<file path="src/rtl/csm_pkg.sv">
package csm_pkg;
  typedef enum logic [1:0] {
    ST_IDLE = 2'd0,
    ST_RUN  = 2'd1,
    ST_FIN  = 2'd2
  } csm_state_e;
endpackage

</file>
<file path="src/rtl/csm_ctrl.sv">
module csm_ctrl #(
  parameter int WIDTH = 8
) (
  input  logic clk,
  input  logic rst_n,
  input  logic in_valid,
  output logic in_ready,
  output logic load,
  output logic step,
  output logic fin,
  output logic done
);
  import csm_pkg::*;

  localparam int CW = (WIDTH > 1) ? $clog2(WIDTH) : 1;
  localparam logic [CW-1:0] LAST = CW'(WIDTH - 1);

  csm_state_e state_q;
  logic [CW-1:0] cnt_q;

  assign in_ready = (state_q == ST_IDLE);
  assign load     = in_valid && in_ready;
  assign step     = (state_q == ST_RUN);
  assign fin      = (state_q == ST_FIN);

  always_ff @(posedge clk or negedge rst_n) begin
    if (!rst_n) begin
      state_q <= ST_IDLE;
      cnt_q   <= '0;
      done    <= 1'b0;
    end else begin
      done <= fin;
      unique case (state_q)
        ST_IDLE: if (load) begin
          state_q <= ST_RUN;
          cnt_q   <= '0;
        end
        ST_RUN: begin
          if (cnt_q == LAST) state_q <= ST_FIN;
          cnt_q <= cnt_q + 1'b1;
        end
        ST_FIN:  state_q <= ST_IDLE;
        default: state_q <= ST_IDLE;
      endcase
    end
  end

  AST_ACCEPT_DROPS_READY: assert property (@(posedge clk) disable iff (!rst_n)
    (in_valid && in_ready) |=> !in_ready);
  AST_DONE_ONE_CYCLE: assert property (@(posedge clk) disable iff (!rst_n)
    done |=> !done);
  AST_READY_AT_DONE: assert property (@(posedge clk) disable iff (!rst_n)
    done |-> in_ready);
endmodule

</file>
<file path="src/rtl/csm_csa_step.sv">
module csm_csa_step #(
  parameter int WIDTH = 8
) (
  input  logic             clk,
  input  logic             rst_n,
  input  logic             load,
  input  logic             step,
  input  logic [WIDTH-1:0] a_in,
  input  logic [WIDTH-1:0] x_in,
  output logic [WIDTH-1:0] sum_q,
  output logic [WIDTH-1:0] carry_q,
  output logic [WIDTH-1:0] low_q
);
  logic [WIDTH-1:0] a_q, x_q;
  logic [WIDTH-1:0] pp, fa_s, fa_c;

  // one full adder per bit position: no carry travels between columns
  for (genvar i = 0; i < WIDTH; i++) begin : g_col
    assign pp[i]   = a_q[i] & x_q[0];
    assign fa_s[i] = sum_q[i] ^ carry_q[i] ^ pp[i];
    assign fa_c[i] = (sum_q[i] & carry_q[i]) | (sum_q[i] & pp[i]) | (carry_q[i] & pp[i]);
  end

  always_ff @(posedge clk or negedge rst_n) begin
    if (!rst_n) begin
      a_q     <= '0;
      x_q     <= '0;
      sum_q   <= '0;
      carry_q <= '0;
      low_q   <= '0;
    end else if (load) begin
      a_q     <= a_in;
      x_q     <= x_in;
      sum_q   <= '0;
      carry_q <= '0;
      low_q   <= '0;
    end else if (step) begin
      // bit 0 is final: retire it; carries already weigh one place up
      low_q   <= {fa_s[0], low_q[WIDTH-1:1]};
      sum_q   <= {1'b0, fa_s[WIDTH-1:1]};
      carry_q <= fa_c;
      x_q     <= {1'b0, x_q[WIDTH-1:1]};
    end
  end

  AST_LOAD_STEP_EXCL: assert property (@(posedge clk) disable iff (!rst_n)
    !(load && step));
  AST_OPERAND_HELD: assert property (@(posedge clk) disable iff (!rst_n)
    step |=> $stable(a_q));
endmodule

</file>
<file path="src/rtl/csm_final_add.sv">
module csm_final_add #(
  parameter int WIDTH = 8
) (
  input  logic               clk,
  input  logic               rst_n,
  input  logic               fin,
  input  logic [WIDTH-1:0]   sum_in,
  input  logic [WIDTH-1:0]   carry_in,
  input  logic [WIDTH-1:0]   low_in,
  output logic [2*WIDTH-1:0] product_q
);
  logic [WIDTH:0] merged;

  assign merged = {1'b0, sum_in} + {1'b0, carry_in};

  always_ff @(posedge clk or negedge rst_n) begin
    if (!rst_n)   product_q <= '0;
    else if (fin) product_q <= {merged[WIDTH-1:0], low_in};
  end

  AST_NO_TOP_CARRY: assert property (@(posedge clk) disable iff (!rst_n)
    fin |-> !merged[WIDTH]);
endmodule

</file>
<file path="src/rtl/csa_seq_mult.sv">
module csa_seq_mult #(
  parameter int WIDTH = 8
) (
  input  logic               clk,
  input  logic               rst_n,
  input  logic               in_valid,
  output logic               in_ready,
  input  logic [WIDTH-1:0]   a_i,
  input  logic [WIDTH-1:0]   x_i,
  output logic               done_o,
  output logic [2*WIDTH-1:0] product_o
);
  logic load, step, fin;
  logic [WIDTH-1:0] sum_v, carry_v, low_v;

  csm_ctrl #(.WIDTH(WIDTH)) u_ctrl (
    .clk(clk), .rst_n(rst_n), .in_valid(in_valid), .in_ready(in_ready),
    .load(load), .step(step), .fin(fin), .done(done_o)
  );

  csm_csa_step #(.WIDTH(WIDTH)) u_step (
    .clk(clk), .rst_n(rst_n), .load(load), .step(step),
    .a_in(a_i), .x_in(x_i),
    .sum_q(sum_v), .carry_q(carry_v), .low_q(low_v)
  );

  csm_final_add #(.WIDTH(WIDTH)) u_fin (
    .clk(clk), .rst_n(rst_n), .fin(fin),
    .sum_in(sum_v), .carry_in(carry_v), .low_in(low_v),
    .product_q(product_o)
  );

  AST_PRODUCT_HELD: assert property (@(posedge clk) disable iff (!rst_n)
    !fin |=> $stable(product_o));
endmodule

</file>
<file path="config.mk">
export PLATFORM = sky130hd
export DESIGN_NAME = csa_seq_mult
export DESIGN_NICKNAME = d
export VERILOG_FILES = /design/src/rtl/csm_pkg.sv /design/src/rtl/csm_ctrl.sv /design/src/rtl/csm_csa_step.sv /design/src/rtl/csm_final_add.sv /design/src/rtl/csa_seq_mult.sv
export SDC_FILE = /design/constraint.sdc
export NUM_CORES = 1
export LEC_CHECK = 0
export ABC_AREA = 1
export BUFFER_PORTS_ARGS = -buffer_cell sky130_fd_sc_hd__buf_4
export CORE_AREA = 2 2 78 80
export DETAILED_ROUTE_END_ITERATION = 8
export DIE_AREA = 0 0 80 82
export PLACE_DENSITY = 0.75
export SLEW_MARGIN = 20
export SYNTH_ARGS = -nofsm -noshare
export SYNTH_HDL_FRONTEND = slang
export SYNTH_HIERARCHICAL = 1
export SYNTH_SLANG_ARGS = --single-unit
</file>
<file path="constraint.sdc">
create_clock -name clk -period 2.6 [get_ports clk]
set_input_delay 0.39 -clock clk [delete_from_list [all_inputs] [get_ports clk]]
set_output_delay 0.39 -clock clk [all_outputs]
set_load 0.1 [all_outputs]
</file>
==> results of run 1 <==
sequential cells by signal, summed over array words and instances, names as in the netlist:
| signal | flops |
|---|---|
| u_fin/product_q | 16 |
| u_step/a_q | 8 |
| u_step/carry_q | 8 |
| u_step/low_q | 8 |
| u_step/x_q | 8 |
| u_step/sum_q | 7 |
| u_ctrl/cnt_q | 3 |
| u_ctrl/state_q | 2 |
| u_ctrl/done | 1 |
cell usage in the layout (no fill, tap or decap), types with 4 or more instances in the layout:
cell and count:
nand2_1 149, dfrtp_1 61, buf_4 37, nand3_1 31
inv_1 30, o21ai_2 13, ha_1 10, clkbuf_8 9
nor2_1 8, fa_1 8, o21ai_1 4
cell families after synthesis:
family,after synthesis
other,1
xor gates and xnor gates,1
adders and majority gates,18
DFF,61
AOI/OAI and AO/OA,23
buffers and inverters,48
and+or+nand+nor,196
worst min-delay path by stage:
stage	endpoint	slack, ns
global placement	u_fin/product_q[8]$_DFFE_PN0P_	0.46
detailed placement	u_fin/product_q[1]$_DFFE_PN0P_	0.46
floorplan	u_ctrl/cnt_q[0]$_DFFE_PN0P_	0.09
finish	u_step/carry_q[4]$_DFFE_PN0P_	0.12
global route	u_step/carry_q[2]$_DFFE_PN0P_	0.19
CTS	u_step/x_q[5]$_DFFE_PN0P_	0.14
metal layers:
metal	share of wire [%]	global-route usage [%]	vias up
met1	47	24.9	1012
met5	0	0	-
met4	1.3	7.80	0
met3	4.0	5.27	8
met2	47	31.6	40
li1	-	-	1144
where the power goes:
group	leakage, nW	internal [mW]	switching, mW
Combinational	0.931	0.474	1.29
Sequential	0.811	1.26	0.210
Clock	0.100	0.447	0.403
Total	1.84	2.18	1.90
per-stage QoR:
step,utilization (%),cell area [sq um],setup WS (ns),power (mW),hold slack [ns]
after floorplan,-,3080,0.0443,3.00,0.0944
after global placement,57.8,3320,0.883,3.22,0.456
after detailed placement,57.8,3320,0.801,3.27,0.461
after CTS,61.2,3520,0.783,4.13,0.143
after global routing,61.2,3520,0.633,4.38,0.186
final,61.2,3520,0.782,4.09,0.120
cell type report:
type	count	share of cell area, %
Sequential cell	61	43.4
Multi-Input combinational cell	239	36.7
Timing Repair Buffer	37	7.89
Inverter	33	3.73
Clock buffer	9	3.52
Tap cell	75	2.67
Clock inverter	7	2.10
==> metrics.csv, run 1 <==
stage,metric,value,unit
run_status,status,"finished, final reports clean",
place,number_of_placed_instances_taps_included,445,
clocking,clock_latency,0.34,ns
synth,synthesized_area_fraction_occupied_by_ao_oa_aoi_and_oai_cells,5.32,%
place,globalplace.congestion,0.783,
clocking,root_buffer,clkbuf_8,
sta,finalWorstPathRequiredPeriod,1.82,ns
final_layout,antenna-diode-count,0,
synth,postSynth.topFlopCell,dfrtp_1,
synth,synthesis.area,0.00308,sq mm
global_routing,grt_start_max_net_pins,62,
synth,synth_simple_gate_area_share,26.9,%
synth,flip_flop_and_latch_count_after_synthesis,61,
floorplan,height_of_the_chip,82,um
synth,synthesis.instances,348,
synth,yosysMostFrequentCell,nand2_1,
global_routing,grt_pass1_vias,2180,
floorplan,die_width,80,um
synth,ys_warn_count,6,
clocking,holdBufCountCts,0,
routing,routed_wl,5.44,mm
routing,drc,0,
routing,ant_nets,0,
final_layout,share_of_layout_cells_above_drive_strength_1,19.2,%
synth,synth_largest_area_cell,dfrtp_1,
floorplan,std_cell_rows,28,
synth,synth_xor_area_share,0.284,%
floorplan,core-area,0.00575,sq mm
power,vdd.ir_drop.worst,739,uV
synth,mappedNetlistNets,385,
synth,async_flop_share,100,%
synth,synth_top_cells_by_area,"dfrtp_1, nand2_1, fa_1",
hold_path,hold_path.class,in -> async,
synth,yosysSeqAreaShare,49.6,%
worst_setup_path,worst-r2r-cell-count,6,
place,io_buffers,36,
sta,final_period_util,69.9,%
routing,vias,2204,
job,max_cap_viols,0,
worst_setup_path,rr_startpoint,u_ctrl/state_q[0]$_DFFE_PN0P_,
global_routing,gr-usage-all-layers,19.5,%
clocking,path_clk_slew,0.07,ns
worst_setup_path,crit_path_top_delay_cell,inv_1,
worst_setup_path,critical_path.max_fanout,25,
global_routing,initial_antenna_violation_count,0,
worst_setup_path,worst-setup-path-type,reg -> reg,
synth,synthTopCellsByCount,"nand2_1, dfrtp_1, nand3_1",
worst_setup_path,worstPathArrival,2.04,ns
routing,drtPass1Iterations,4,
clocking,post_cts_setup_bufs,0,
final_layout,design.final.nets,418,
floorplan,floorplan.initialDensity,53.6,%
floorplan,die_area,0.00656,sq mm
worst_setup_path,critical_path.reg2reg.endpoint,u_step/sum_q[4]$_DFFE_PN0P_,
clocking,tritoncts,done,
power,power.leakage,1.84,nW
synth,synth_top_family_by_area,simple AND/OR/NAND/NOR gates,
worst_setup_path,worst_path_dominant_cell_family,buffers and inverters,
worst_setup_path,worstSetupEndpointType,flip-flop,
sta,grt_setup_unrepaired,false,
sta,setup-violations-final,0,
worst_setup_path,critPathCapture,u_step/sum_q[4]$_DFFE_PN0P_,
routing,wire_per_inst,11.8,um
routing,viasPerCell,4.78,
sta,final-hold-violation-count,0,
final_layout,stdcell_count,461,
worst_setup_path,crit_path_start_kind,flip-flop,
clocking,post_cts.resized_instances,0,
place,hpwlAfterDp,3.76,mm
clocking,cts-root-to-sink-buffers,2,
clocking,number_of_buffers_added_by_the_clock_tree_synthesis_step,9,
power,pwr_density_cell,1160,mW/mm^2
sta,fmaxAchievable,0.550,GHz
worst_setup_path,worst-endpoint-required,2.82,ns
synth,area_share_of_fa_ha_maj_cells_after_synthesis,9.26,%
final_layout,final-seq-area,0.00153,sq mm
synth,synth_enable_flop_cells,0,
routing,initialDrtViolationCount,140,
clocking,htree_levels,3,
final_layout,multi_input_comb_area,0.00129,sq mm
synth,synth.area.mux_share,0,%
synth,yosys_top_cell_area_share,49.6,%
clocking,clock_sinks,61,
sta,fin_setup_tns,0,ns
synth,synthDistinctLibCells,26,
worst_setup_path,cpPeakStageDelay,0.56,ns
sta,final.setup_skew,0.00737,ns
worst_setup_path,reg2reg_setup_slack,0.78,ns
global_routing,globalRoute.totalOverflow,0,
worst_setup_path,crit_path_cell_trace,nor2_1 > nand2_1 > inv_1 > inv_8 > nand2_8 > o21ai_0,
final_layout,area_growth_syn_to_layout,14.2,%
sta,drv_slew,0,
worst_setup_path,critPathBufInv,2,
floorplan,num_io_pins,37,
global_routing,grt_pass1_wl,9.71,mm
synth,post_synth.cell_area_avg,8.85,sq um
worst_setup_path,crit_start,u_ctrl/state_q[0]$_DFFE_PN0P_,
sta,tightestPinTransition,0.753,ns
worst_setup_path,crit_cells,6,
final_layout,final.fill_count,525,
sta,maxSlewHeadroom,49.8,%
No activity file was read; power rests on OpenSTA's default activity.
==> inputs of run 2 (changes only) <==
- ABC_AREA: 1 -> 0
- CORE_AREA: 2 2 78 80 -> 2 2 81 83
- DIE_AREA: 0 0 80 82 -> 0 0 83 85
- PLACE_DENSITY: 0.75 -> 0.74
- clock period: 2.6 -> 1.55 ns (I/O delays scaled with it)
==> metrics.csv, run 2 <==
stage,metric,value,unit
synth,postSynth.topFlopCell,dfrtp_1,
synth,yosysMostFrequentCell,dfrtp_1,
floorplan,height_of_the_chip,85,um
sta,setup-violations-final,4,
place,number_of_placed_instances_taps_included,396,
global_routing,grt_pass1_vias,2087,
global_routing,grt_pass1_wl,9.75,mm
final_layout,area_growth_syn_to_layout,24.5,%
global_routing,global_route.usage.met1,24.0,%
sta,finalWorstPathRequiredPeriod,1.80,ns
global_routing,grt-busiest-layer,met2,
worst_setup_path,crit_path_start_kind,flip-flop,
synth,async_flop_share,100,%
clocking,clock_latency,0.34,ns
clocking,cts-root-to-sink-buffers,2,
synth,synthTopCellsByCount,"dfrtp_1, inv_1, nand2_1, nor2_1, mux2_2",
global_routing,global_route.usage.met2,25.7,%
worst_setup_path,worst-setup-path-type,reg -> reg,
worst_setup_path,crit_path_top_delay_cell,dfrtp_1,
final_layout,final_core_util,63.1,%
routing,drtPass1Iterations,6,
final_layout,layout_commonest_cell,dfrtp_1,
routing,vias,2111,
global_routing,grt_start_max_net_pins,39,
final_layout,stdcell_count,414,
routing,drc,0,
floorplan,num_io_pins,37,
power,power,8.93,mW
final_layout,final.fill_count,484,
final_layout,antenna-diode-count,0,
global_routing,global_route.usage.met3,5.16,%
worst_setup_path,worstPathArrival,2.06,ns
worst_setup_path,critical_path.max_fanout,2,
floorplan,floorplan.initialDensity,50.6,%
clocking,number_of_buffers_added_by_the_clock_tree_synthesis_step,9,
final_layout,design.final.nets,369,
synth,mappedNetlistNets,309,
sta,grt_setup_unrepaired,true,
sta,final_period_util,116,%
power,vdd.ir_drop.worst,1250,uV
place,io_buffers,36,
run_status,violations,setup timing,
worst_setup_path,reg2reg_setup_slack,-0.25,ns
global_routing,gr-usage-all-layers,17.3,%
sta,drv_slew,0,
sta,fin_setup_tns,-0.415,ns
synth,synthesis.area,0.00314,sq mm
synth,synthesis.instances,272,
final_layout,largest_register_ffs,16,
worst_setup_path,worst-endpoint-required,1.81,ns
routing,viasPerCell,5.10,
clocking,path_clk_slew,0.08,ns
sta,fmaxAchievable,0.555,GHz
sta,timing.final.ws_setup,-0.253,ns
power,pwr_density_cell,2280,mW/mm^2
routing,routed_wl,5.75,mm
synth,yosysSeqAreaShare,48.6,%
sta,final-hold-violation-count,0,
synth,yosys_top_cell_area_share,48.6,%
place,globalplace.congestion,0.776,
global_routing,globalRoute.totalOverflow,0,
worst_setup_path,crit_path_cell_trace,ha_2 > inv_2 > fa_2 > and2b_1 > o31ai_2 > a2111o_1 > o211ai_1,
routing,wire_per_inst,13.9,um
synth,synth_largest_area_cell,dfrtp_1,
clocking,tritoncts,done,
synth,ys_warn_count,6,
sta,hold-worst-slack,0.0939,ns
run_status,status,"complete, but fails checks",
final_layout,largest-register,u_fin/product_q,
synth,post_synth.cell_area_avg,11.6,sq um
clocking,htree_levels,3,
synth,synth_top_cells_by_area,"dfrtp_1, mux2_2, fa_1",
worst_setup_path,worstSetupEndpointType,flip-flop,
final_layout,share_of_layout_cells_above_drive_strength_1,35.6,%
floorplan,std_cell_rows,29,
synth,synthDistinctLibCells,48,
power,power.leakage,1.90,nW
clocking,clock_sinks,61,
global_routing,initial_antenna_violation_count,0,
synth,flip_flop_and_latch_count_after_synthesis,61,
place,hpwlAfterDp,3.97,mm
synth,synth_enable_flop_cells,0,
floorplan,die_width,83,um
worst_setup_path,cpPeakStageDelay,0.37,ns
job,max_cap_viols,0,
routing,initialDrtViolationCount,147,
floorplan,core-area,0.00620,sq mm
floorplan,die_area,0.00706,sq mm
sta,final.setup_skew,0.0116,ns
clocking,root_buffer,clkbuf_8,
hold_path,hold_path.class,in -> reg,
routing,ant_nets,0,
final_layout,layout.cells.most_common_list,"dfrtp_1, buf_4, inv_1, nand2_1, nor2_1",
## run 2: cell types whose count changed after synthesis, moves of 11 or more
cell / delta
nor2_1: +11
nand2b_1: +12
nand3_1: -29
mux2i_1: +16
mux2_2: +18
o21ai_2: -13
nand2_1: -130
## run 2: logic make-up (layout without fill, tap and decap cells)
logic type / count (synthesis) / count (layout) / share of synthesized area, %
simple gates: 68 / 68 / 10.8
xor+xnor: 2 / 2 / 0.558
flops: 61 / 61 / 48.6
mux: 35 / 35 / 12.0
compound gates: 49 / 49 / 12.1
other cells: 1 / 1 / 0.119
fa+ha+maj: 18 / 18 / 9.08
buf+inv: 38 / 103 / 6.73
## run 2: metal layers
layer | up-vias | routed length, um | share of wire [%]
li1 | 1043 | - | -
met1 | 1018 | 2780 | 48
met5 | - | 0 | 0
met4 | 0 | 77 | 1.3
met3 | 7 | 208 | 3.6
met2 | 43 | 2680 | 47
## run 2: final timing paths
path,depth (start not counted),startpoint,endpoint
setup / recovery,7,u_step/sum_q[0]$_DFFE_PN0P_,u_fin/product_q[14]$_DFFE_PN0P_
max in group asynchronous,3,rst_n,u_step/sum_q[3]$_DFFE_PN0P_
hold / removal,3,x_i[7],u_step/x_q[7]$_DFFE_PN0P_
min in group asynchronous,2,rst_n,u_step/x_q[7]$_DFFE_PN0P_
setup reg to reg,7,u_step/sum_q[0]$_DFFE_PN0P_,u_fin/product_q[14]$_DFFE_PN0P_
hold reg to reg,2,u_fin/product_q[9]$_DFFE_PN0P_,u_fin/product_q[9]$_DFFE_PN0P_
## run 2: final cells by class
type	instances	area [sq um]	share of cell area [%]
inverter	23	86.3	2.21
multi-input combinational	173	1480	37.8
clock inverter	7	73.8	1.89
timing repair buffer	64	524	13.4
tap	77	96.3	2.46
sequential	61	1530	39.0
clock buffer	9	124	3.17
## run 2: critical path, delay by kind of cell (launching register included)
kind / cells / cell delay, ns
adders and majority gates: 2 / 0.55
AOI/OAI and AO/OA: 3 / 0.53
buffers and inverters: 1 / 0.04
and+or+nand+nor: 1 / 0.23
DFF: 1 / 0.37
## run 2: where the power goes
part / internal [mW] / switching [mW] / total [mW]
clock network: 0.750 / 0.667 / 1.42
logic: 1.95 / 2.84 / 4.79
registers: 2.27 / 0.457 / 2.72
## run 2: per-stage QoR
step | instance area, sq um | setup WS, ns
5_1_grt | 3910 | -0.372
3_5_place_dp | 3670 | -0.218
4_1_cts | 3890 | -0.245
2_1_floorplan | 3210 | -0.206
3_3_place_gp | 3670 | -0.165
6_report | 3910 | -0.253
## run 2: timing repair
action,in CTS,in global routing
endpoints found under the hold margin,23,0
hold buffers,1,0
gates cloned,0,0
setup buffers,0,1
setup endpoints to repair,4,6
pin swaps,0,2
gates resized for setup,4,4
==> inputs of run 3 (changes only) <==
- CORE_AREA: 2 2 81 83 -> 2 2 83 85
- DIE_AREA: 0 0 83 85 -> 0 0 85 87
- GPL_TIMING_DRIVEN: not set -> 0
- HOLD_SLACK_MARGIN: not set -> 0.03
- PLACE_DENSITY: 0.74 -> 0.71
==> metrics.csv, run 3 (synthesis results as in run 2) <==
stage,metric,value,unit
run_status,status,"complete, but fails checks",
run_status,violations,setup timing,
final_layout,largest-register,u_fin/product_q,
worst_setup_path,critical_path.reg2reg.endpoint,u_fin/product_q[14]$_DFFE_PN0P_,
place,dpl-instance-area,0.00358,sq mm
power,netSwitchingFraction,44.6,%
worst_setup_path,crit_cells,7,
place,io_buffers,36,
routing,wire_per_inst,14.3,um
clocking,number_of_buffers_added_by_the_clock_tree_synthesis_step,9,
routing,viasPerCell,5.23,
power,p_int,4.87,mW
global_routing,global_route.usage.met3,2.84,%
floorplan,floorplan.initialDensity,47.8,%
worst_setup_path,worst_path_dominant_cell_family,compound AO/OA/AOI/OAI gates,
sta,final_period_util,117,%
worst_setup_path,worstPathArrival,2.07,ns
worst_setup_path,worstSetupEndpointType,flip-flop,
global_routing,global_route.usage.met2,26.9,%
global_routing,gr-usage-all-layers,17.1,%
job,max_cap_viols,0,
final_layout,layout.cells.most_common_list,"dfrtp_1, buf_4, inv_1, nand2_1, nor2_1",
worst_setup_path,rr_startpoint,u_step/carry_q[0]$_DFFE_PN0P_,
clocking,htree_levels,3,
power,power.leakage,1.87,nW
worst_setup_path,critPathCapture,u_fin/product_q[14]$_DFFE_PN0P_,
place,number_of_placed_instances_taps_included,388,
clocking,clock_latency,0.33,ns
routing,drc,0,
routing,routed_wl,5.87,mm
sta,fmaxAchievable,0.550,GHz
worst_setup_path,crit_path_cell_trace,ha_2 > inv_2 > fa_2 > and2b_2 > o31ai_4 > a2111o_1 > o211ai_1,
sta,final-hold-violation-count,0,
final_layout,layout_commonest_cell,dfrtp_1,
sta,drv_slew,0,
final_layout,antenna-diode-count,0,
final_layout,share_of_layout_cells_above_drive_strength_1,34.2,%
worst_setup_path,worst-r2r-cell-count,7,
sta,setup-violations-final,5,
power,pwr_density_cell,2270,mW/mm^2
global_routing,grt_pass1_vias,2122,
global_routing,globalRoute.totalOverflow,0,
power,power,8.78,mW
worst_setup_path,crit_path_start_kind,flip-flop,
worst_setup_path,crit_path_top_delay_cell,a2111o_1,
power,power.clock.fraction,16.1,%
worst_setup_path,critical_path.max_fanout,3,
clocking,root_buffer,clkbuf_8,
floorplan,die_width,85,um
clocking,path_clk_slew,0.07,ns
sta,timing.final.ws_setup,-0.269,ns
sta,grt_setup_unrepaired,true,
power,seqPwrFrac,30.9,%
floorplan,height_of_the_chip,87,um
worst_setup_path,crit_start,u_step/carry_q[0]$_DFFE_PN0P_,
clocking,cts-root-to-sink-buffers,2,
clocking,clock_sinks,61,
sta,maxSlewHeadroom,49.7,%
power,combinationalPowerShare,53.0,%
final_layout,area_growth_syn_to_layout,23.0,%
worst_setup_path,cpPeakStageDelay,0.39,ns
sta,final.setup_skew,0.00620,ns
global_routing,initial_antenna_violation_count,0,
sta,finalWorstPathRequiredPeriod,1.82,ns
worst_setup_path,critPathBufInv,1,
global_routing,grt_pass1_wl,9.97,mm
global_routing,global_route.usage.met1,23.5,%
place,hpwlAfterDp,4.06,mm
hold_path,hold_path.class,in -> reg,
worst_setup_path,worst-setup-path-type,reg -> reg,
worst_setup_path,worst-endpoint-required,1.80,ns
clocking,tritoncts,done,
floorplan,std_cell_rows,30,
final_layout,largest_register_ffs,16,
global_routing,grt_start_max_net_pins,62,
routing,ant_nets,0,
sta,tightestPinTransition,0.754,ns
final_layout,stdcell_count,410,
place,globalplace.congestion,0.849,
floorplan,die_area,0.00740,sq mm
floorplan,num_io_pins,37,
final_layout,design.final.nets,362,
power,vdd.ir_drop.worst,1270,uV
worst_setup_path,reg2reg_setup_slack,-0.27,ns
final_layout,final.fill_count,558,
power,power.net_switching,3.92,mW
routing,vias,2143,
routing,drtPass1Iterations,6,
routing,initialDrtViolationCount,72,
final_layout,layout.cell_area.non_filler,0.00386,sq mm
global_routing,grt-busiest-layer,met2,
floorplan,core-area,0.00657,sq mm
## run 3: cell count changes in the layout (fill, tap and decap cells not counted), moves of 2 or more
cell / change
buf_4: -15
buf_6: +5
buf_12: -2
buf_2: +2
buf_8: +2
clkinv_4: +2
## run 3: worst register-to-register path, cell delays in order (launching register included)
cell,delay (ns)
dfrtp_1,0.37
ha_2,0.20
inv_2,0.04
fa_2,0.33
and2b_2,0.26
o31ai_4,0.07
a2111o_1,0.39
o211ai_1,0.09
## run 3: through the flow
step | utilization (%) | hold WS [ns] | TNS (ns) | worst slack, ns
after floorplan | - | -0.0631 | -5.54 | -0.206
final | 58.8 | 0.115 | -0.656 | -0.269
after global routing | 58.8 | 0.103 | -1.07 | -0.337
after detailed placement | 54.5 | 0.358 | -1.03 | -0.320
after global placement | 54.5 | 0.359 | -0.951 | -0.279
after CTS | 58.4 | 0.0908 | -0.509 | -0.302
## run 3: how the worst min path moves through the flow
stage	slack, ns	startpoint	cells past startpoint	endpoint
6_report	0.11	x_i[0]	3	u_step/x_q[0]$_DFFE_PN0P_
5_1_grt	0.10	x_i[5]	3	u_step/x_q[5]$_DFFE_PN0P_
4_1_cts	0.09	x_i[5]	3	u_step/x_q[5]$_DFFE_PN0P_
3_5_place_dp	0.36	rst_n	1	u_fin/product_q[3]$_DFFE_PN0P_
3_3_place_gp	0.36	rst_n	1	u_fin/product_q[3]$_DFFE_PN0P_
2_1_floorplan	-0.06	rst_n	0	u_ctrl/cnt_q[0]$_DFFE_PN0P_
## run 3: timing repair
item	CTS	global route
pin swaps	4	4
resized for setup	6	5
hold endpoints to repair	61	0
setup buffers	4	1
endpoints found under the setup margin	7	21
hold buffers	1	0
## run 3: final cells by class
type                            instances  area [sq um]  area share [%]
Buffer                                 15           155            4.02
Clock buffer                            9           124            3.21
Clock inverter                          7          75.1            1.94
Inverter                               23          86.3            2.23
Multi-Input combinational cell        173          1480            38.2
Sequential cell                        61          1530            39.5
Tap cell                               80           100            2.59
Timing Repair Buffer                   42           318            8.23
## run 3: power by group through the flow
stage	registers, mW	logic, mW	clock network [mW]
after global placement	2.74	4.41	0
final	2.71	4.66	1.41
after floorplan	3.77	2.57	0
after CTS	2.72	4.64	1.45
after global routing	2.80	5.04	1.52
after detailed placement	2.76	4.52	0
## run 3: metal layers
metal  vias up  part of all wire, %
li1       1033                    -
met5         -                    0
met3         7                  3.4
met1      1057                   48
met2        46                   48
met4         0                  1.1
